<file path="src/rtl/sar_seq_pkg.sv">
package sar_seq_pkg;
  typedef enum logic [1:0] {
    SPD_NORMAL = 2'd0,
    SPD_FAST   = 2'd1,
    SPD_LOWPWR = 2'd2
  } speed_e;

  function automatic speed_e pick_speed(input logic fast_in, input logic low_in);
    if (fast_in && !low_in)      return SPD_FAST;
    else if (low_in && !fast_in) return SPD_LOWPWR;
    else                         return SPD_NORMAL;
  endfunction
endpackage

</file>
<file path="src/rtl/sar_speed_dec.sv">
module sar_speed_dec
  import sar_seq_pkg::*;
#(
  parameter int CNT_W    = 8,
  parameter int CYC_FAST = 150,
  parameter int CYC_NORM = 175,
  parameter int CYC_LOW  = 200
) (
  input  logic             fast_sel,
  input  logic             lowpwr_sel,
  output logic [CNT_W-1:0] span,
  output logic             is_fast
);
  speed_e spd;

  always_comb begin
    spd = pick_speed(fast_sel, lowpwr_sel);
    unique case (spd)
      SPD_FAST:   span = CNT_W'(CYC_FAST);
      SPD_LOWPWR: span = CNT_W'(CYC_LOW);
      default:    span = CNT_W'(CYC_NORM);
    endcase
    is_fast = (spd == SPD_FAST);
  end
endmodule

</file>
<file path="src/rtl/sar_bit_engine.sv">
module sar_bit_engine #(
  parameter int DATA_W = 16,
  localparam int IDX_W = $clog2(DATA_W)
) (
  input  logic              clk,
  input  logic              rst,
  input  logic              begin_conv,
  input  logic              step_en,
  input  logic [IDX_W-1:0]  bit_idx,
  input  logic              finish,
  input  logic              comp_in,
  output logic [DATA_W-1:0] dac_code,
  output logic [DATA_W-1:0] result
);
  logic [DATA_W-1:0] kept;
  logic [DATA_W-1:0] trial_bit;

  always_comb begin
    trial_bit = '0;
    if (step_en) trial_bit[bit_idx] = 1'b1;
    dac_code = kept | trial_bit;
  end

  always_ff @(posedge clk) begin
    if (rst) begin
      kept   <= '0;
      result <= '0;
    end else begin
      if (begin_conv) kept <= '0;
      else if (step_en && comp_in) kept[bit_idx] <= 1'b1;
      if (finish) result <= kept | {{(DATA_W-1){1'b0}}, comp_in};
    end
  end

  // bits at and below the current decision are still clear
  logic [DATA_W-1:0] low_part;
  assign low_part = kept << (IDX_W'(DATA_W - 1) - bit_idx);

  p_lower_clear_r3: assert property (@(posedge clk) disable iff (rst)
    step_en |-> (low_part == '0));

  p_result_hold_r4: assert property (@(posedge clk) disable iff (rst)
    !finish |=> $stable(result));
endmodule

</file>
<file path="src/rtl/sar_idle_watch.sv">
module sar_idle_watch #(
  parameter int IDLE_MAX = 100000,
  localparam int IDLE_W = $clog2(IDLE_MAX + 1)
) (
  input  logic clk,
  input  logic rst,
  input  logic begin_conv,
  input  logic busy,
  input  logic is_fast,
  input  logic clr_timeout,
  output logic timeout_flag
);
  logic [IDLE_W-1:0] idle_cnt;
  logic              reach;

  assign reach = !busy && !begin_conv && is_fast &&
                 (idle_cnt == IDLE_W'(IDLE_MAX - 1));

  always_ff @(posedge clk) begin
    if (rst) begin
      idle_cnt     <= '0;
      timeout_flag <= 1'b0;
    end else begin
      if (begin_conv) idle_cnt <= '0;
      else if (!busy && is_fast && idle_cnt != IDLE_W'(IDLE_MAX))
        idle_cnt <= idle_cnt + 1'b1;
      if (reach)            timeout_flag <= 1'b1;
      else if (clr_timeout) timeout_flag <= 1'b0;
    end
  end

  p_clear_r10: assert property (@(posedge clk) disable iff (rst)
    (clr_timeout && !reach) |=> !timeout_flag);

  p_sticky_r9: assert property (@(posedge clk) disable iff (rst)
    (timeout_flag && !clr_timeout) |=> timeout_flag);

  p_slow_idle_r11: assert property (@(posedge clk) disable iff (rst)
    (!is_fast && !begin_conv) |=> $stable(idle_cnt));
endmodule

</file>
<file path="src/rtl/sar_conv_seq.sv">
module sar_conv_seq #(
  parameter int DATA_W   = 16,
  parameter int CYC_FAST = 150,
  parameter int CYC_NORM = 175,
  parameter int CYC_LOW  = 200,
  parameter int IDLE_MAX = 100000,
  localparam int CYC_MAX = (CYC_FAST > CYC_NORM) ?
                           ((CYC_FAST > CYC_LOW) ? CYC_FAST : CYC_LOW) :
                           ((CYC_NORM > CYC_LOW) ? CYC_NORM : CYC_LOW),
  localparam int CNT_W = $clog2(CYC_MAX + 1),
  localparam int IDX_W = $clog2(DATA_W)
) (
  input  logic              clk,
  input  logic              rst,
  input  logic              conv_start,
  input  logic              fast_sel,
  input  logic              lowpwr_sel,
  input  logic              pwr_down,
  input  logic              comp_in,
  input  logic              clr_timeout,
  output logic              busy,
  output logic [DATA_W-1:0] result,
  output logic [DATA_W-1:0] dac_code,
  output logic              timeout_flag
);
  logic [CNT_W-1:0] span;
  logic             is_fast;
  logic [CNT_W-1:0] remain;
  logic             accept;
  logic             step_en;
  logic             finish;

  sar_speed_dec #(
    .CNT_W(CNT_W), .CYC_FAST(CYC_FAST), .CYC_NORM(CYC_NORM), .CYC_LOW(CYC_LOW)
  ) u_dec (
    .fast_sel(fast_sel), .lowpwr_sel(lowpwr_sel), .span(span), .is_fast(is_fast)
  );

  assign accept  = conv_start && !busy && !pwr_down;
  assign step_en = busy && (remain < CNT_W'(DATA_W));
  assign finish  = busy && (remain == '0);

  always_ff @(posedge clk) begin
    if (rst) begin
      busy   <= 1'b0;
      remain <= '0;
    end else if (accept) begin
      busy   <= 1'b1;
      remain <= span - 1'b1;
    end else if (busy) begin
      if (remain == '0) busy <= 1'b0;
      else              remain <= remain - 1'b1;
    end
  end

  sar_bit_engine #(.DATA_W(DATA_W)) u_eng (
    .clk(clk), .rst(rst), .begin_conv(accept), .step_en(step_en),
    .bit_idx(remain[IDX_W-1:0]), .finish(finish), .comp_in(comp_in),
    .dac_code(dac_code), .result(result)
  );

  sar_idle_watch #(.IDLE_MAX(IDLE_MAX)) u_idle (
    .clk(clk), .rst(rst), .begin_conv(accept), .busy(busy), .is_fast(is_fast),
    .clr_timeout(clr_timeout), .timeout_flag(timeout_flag)
  );

  p_busy_rise_r1: assert property (@(posedge clk) disable iff (rst)
    (conv_start && !busy && !pwr_down) |=> busy);

  p_busy_hold_r2: assert property (@(posedge clk) disable iff (rst)
    (busy && remain != '0) |=> busy);

  p_start_ignored_r6: assert property (@(posedge clk) disable iff (rst)
    (busy && conv_start && remain != '0) |=> (remain == $past(remain) - 1'b1));

  p_reset_abort_r5: assert property (@(posedge clk)
    rst |=> (!busy && result == '0 && !timeout_flag));

  p_pd_block_r8: assert property (@(posedge clk) disable iff (rst)
    (pwr_down && !busy) |=> !busy);
endmodule

</file>
<file path="config.mk">
export PLATFORM = sky130hd
export DESIGN_NAME = sar_conv_seq
export DESIGN_NICKNAME = d
export VERILOG_FILES = /design/src/rtl/sar_seq_pkg.sv /design/src/rtl/sar_speed_dec.sv /design/src/rtl/sar_bit_engine.sv /design/src/rtl/sar_idle_watch.sv /design/src/rtl/sar_conv_seq.sv
export SDC_FILE = /design/constraint.sdc
export NUM_CORES = 1
export LEC_CHECK = 0
export ABC_AREA = 1
export ABC_CLOCK_PERIOD_IN_PS = 1750
export BUFFER_PORTS_ARGS = -buffer_cell sky130_fd_sc_hd__buf_4
export CAP_MARGIN = 25
export CORE_UTILIZATION = 50
export CTS_BUF_LIST = sky130_fd_sc_hd__clkbuf_2 sky130_fd_sc_hd__clkbuf_4 sky130_fd_sc_hd__clkbuf_8
export DETAILED_ROUTE_END_ITERATION = 16
export GPL_TIMING_DRIVEN = 0
export PLACE_DENSITY = 0.71
export SYNTH_ARGS = -nofsm -noshare
export SYNTH_HDL_FRONTEND = slang
export SYNTH_SLANG_ARGS = --single-unit
</file>
<file path="constraint.sdc">
create_clock -name clk -period 1.75 [get_ports clk]
set_input_delay 0.2625 -clock clk [delete_from_list [all_inputs] [get_ports clk]]
set_output_delay 0.2625 -clock clk [all_outputs]
set_load 0.1 [all_outputs]
</file>
==> impl_metrics.ini <==
[logic_synthesis]
ys_ff_latch = 59
synth_area_per_cell_um2 = 7.23
synth_flop_cell = dfxtp_1
synthTopCellsByArea = dfxtp_1 38%, nor2_1 9.7%, nand2_1 8.0%
async_flop_share = 0
synth-edff-count = 0
yosysTopAreaCell = dfxtp_1
synth-seq-area-share = 0.380
synth_common_cells = 80 x nor2_1, 66 x nand2_1, 59 x dfxtp_1
yosys.area.top_type_share = 0.380
yosys_warnings = 0
yosysUniqueCellTypes = 39
syn_inst = 430
synth_nets = 443
netlist_area_mm2 = 0.00311
synth.most_common_cell = nor2_1

[finish]
final-seq-area_mm2 = 0.00120
fillCellCount = 483
final_core_util = 0.700
layout-drive-gt1-share = 0.319
nets = 506
diodes = 0
area_growth_pct = 34.1
multi_input_area_mm2 = 0.00177

[floorplanning]
die_area_mm2 = 0.00654
ios = 42
coreArea_mm2 = 0.00596
die_x_um = 80.8
initial_core_util = 0.522
chipHeight_um = 80.8
rows = 28

[sta]
hold_viol_final = 0
fin_skew_ps = 7.79
worst_pin_slew_ps = 460
finalSetupViolCount = 7
final.period_utilization = 1.02
relSlewSlack = 0.694
rsz0062_at_grt = yes
worst_slack_ps = -37.1
min_period_ps = 1790
slew_violations = 0
fmax_ghz = 0.560

[worst_setup_path]
cpPeakStageDelay_ps = 340
cp_slowest_cell = dfxtp_2
cp-end-kind = output pin
crit_arrival_ps = 1520
cp_cell_sequence = nor2_4, nand4_4, inv_4, nand3_4, o21bai_4, buf_12
worstPathMaxFanout = 4
required_ps = 1490
worstSetupPathType = reg -> out
start_kind = flip-flop

[placed_design]
gp_congestion = 0.886
dp_slack_ps = -61.3
hpwl_mm = 5.32
numPortBuffers = 41

[global_routing]
grt_pass1_vias = 2779
grt.total_usage = 0.250
grt_start_max_net_pins = 11
overflow = 0
grt_pass1_wl_mm = 12.5
antenna_found_initial = 0

[power_and_ir_drop]
netSwitchingFraction = 0.336
cellLeakagePower_nw = 1.77
p_sw_mw = 1.26
p_int_mw = 2.50
pwr-share-seq = 0.391
vdd_drop_max_v = 0.000683
combinationalPowerShare = 0.239
p_clk_frac = 0.370
power_density_mw_per_mm2 = 902

[drt]
drc = 0
wl_mm = 7.86
vias = 3042
viasPerCell = 5.31
antenna_left = 0
drt_iter0_drc = 185
drtPass1Iterations = 5
wl_per_cell_um = 13.7

[clock_tree]
htree_levels = 3
tritoncts = built
ctsLongestPathBuffers = 2
cts.sinks = 59
clk_pin_slew_ps = 70
insertion_delay_ps = 340
numCtsBuffers = 9
cts-root-buf = clkbuf_8

[status]
outcome = finished with violations
violations = setup timing

[worst_hold_path]
hold_class = in -> reg

[flow_run]
maxCapViolCount = 0
-- power by group through the flow --
stage	clock network [mW]	registers, mW	logic (mW)
3_5_place_dp	0	1.48	0.803
3_3_place_gp	0	1.48	0.791
5_1_grt	1.46	1.48	0.967
6_report	1.39	1.47	0.898
4_1_cts	1.40	1.46	0.837
2_1_floorplan	0	1.66	0.452
-- critical path: cells and delay by family, from the launching register on --
| family | cells | cell delay [ps] |
|---|---|---|
| buffers and inverters | 2 | 290 |
| AND/OR/NAND/NOR | 3 | 370 |
| AO/OA/AOI/OAI | 1 | 190 |
| flip-flops | 1 | 340 |
-- state kept, by name, indices dropped and copies added (netlist names) --
name	flops
u_eng.result	16
u_idle.idle_cnt	17
busy	1
remain	8
u_eng.kept	16
u_idle.timeout_flag	1
-- through the flow --
step	hold WS, ps	cells	power [mW]	area [µm²]	TNS [ps]
6_report	167	573	3.76	4170	-200
5_1_grt	157	573	3.90	4170	-1310
3_3_place_gp	460	546	2.27	3580	-27.8
4_1_cts	159	566	3.70	4050	-615
3_5_place_dp	467	546	2.29	3580	-61.3
2_1_floorplan	325	430	2.11	3180	-216
-- timing repair --
item,in CTS,in global routing
hold buffers,0,0
hold endpoints to repair,0,0
buffers inserted,4,7
endpoints found under the setup margin,16,18
cloned,0,0
gates resized for setup,62,22
pin swaps,4,4
-- metal layers --
metal / track usage / up-vias / wire [µm]
met5: 0 / - / 0
met4: 0.0893 / 0 / 99
met3: 0.0393 / 11 / 450
met2: 0.420 / 95 / 3920
met1: 0.324 / 1420 / 3390
li1: - / 1516 / -
-- cells in the final DEF (no fill, tap or decap), drive strengths merged --
cell type / Yosys / routed
nand4: 10 / 10
and2: 1 / 1
nand3: 23 / 23
clkinvlp: 0 / 1
nor2: 89 / 89
dfxtp: 59 / 59
o211a: 4 / 4
inv: 52 / 52
nand2: 73 / 73
a21o: 11 / 11
a21oi: 35 / 35
a31oi: 1 / 1
buf: 10 / 62
clkinv: 0 / 2
nor3: 9 / 9
or2: 1 / 1
nand3b: 2 / 2
xnor2: 2 / 2
ha: 5 / 5
xor2: 6 / 6
nor3b: 1 / 1
clkbuf: 2 / 13
o21bai: 4 / 4
o21ai: 30 / 30
bufinv: 0 / 2
-- path summary, 6_finish.rpt --
| path | slack, ps | from | cells past startpoint | endpoint |
|---|---|---|---|---|
| worst max-delay path | -40 | remain[6] | 6 | dac_code[14] |
| worst min-delay path | 170 | rst | 2 | busy |
| worst max register to register | 120 | busy | 11 | remain[4] |
| worst min register to register | 470 | u_idle.timeout_flag | 2 | u_idle.timeout_flag |
-- layout make-up --
class / instances / area share
sequential: 59 / 0.288
tap: 75 / 0.0225
buffer: 12 / 0.0237
clock buffer: 11 / 0.0333
clock inverter: 5 / 0.0186
inverter: 52 / 0.0480
multi-input combinational: 307 / 0.424
timing repair buffer: 52 / 0.142
-- logic make-up (layout without fill, tap and decap cells) --
| logic type | Yosys count | count (layout) | synth area share |
|---|---|---|---|
| XOR/XNOR | 8 | 8 | 0.0225 |
| flip-flops | 59 | 59 | 0.380 |
| AND/OR/NAND/NOR | 209 | 209 | 0.312 |
| buffers and inverters | 64 | 132 | 0.0922 |
| AO/OA/AOI/OAI | 85 | 85 | 0.173 |
| adder cells (fa/ha/maj) | 5 | 5 | 0.0201 |
Power figures use the tool's default switching activity.
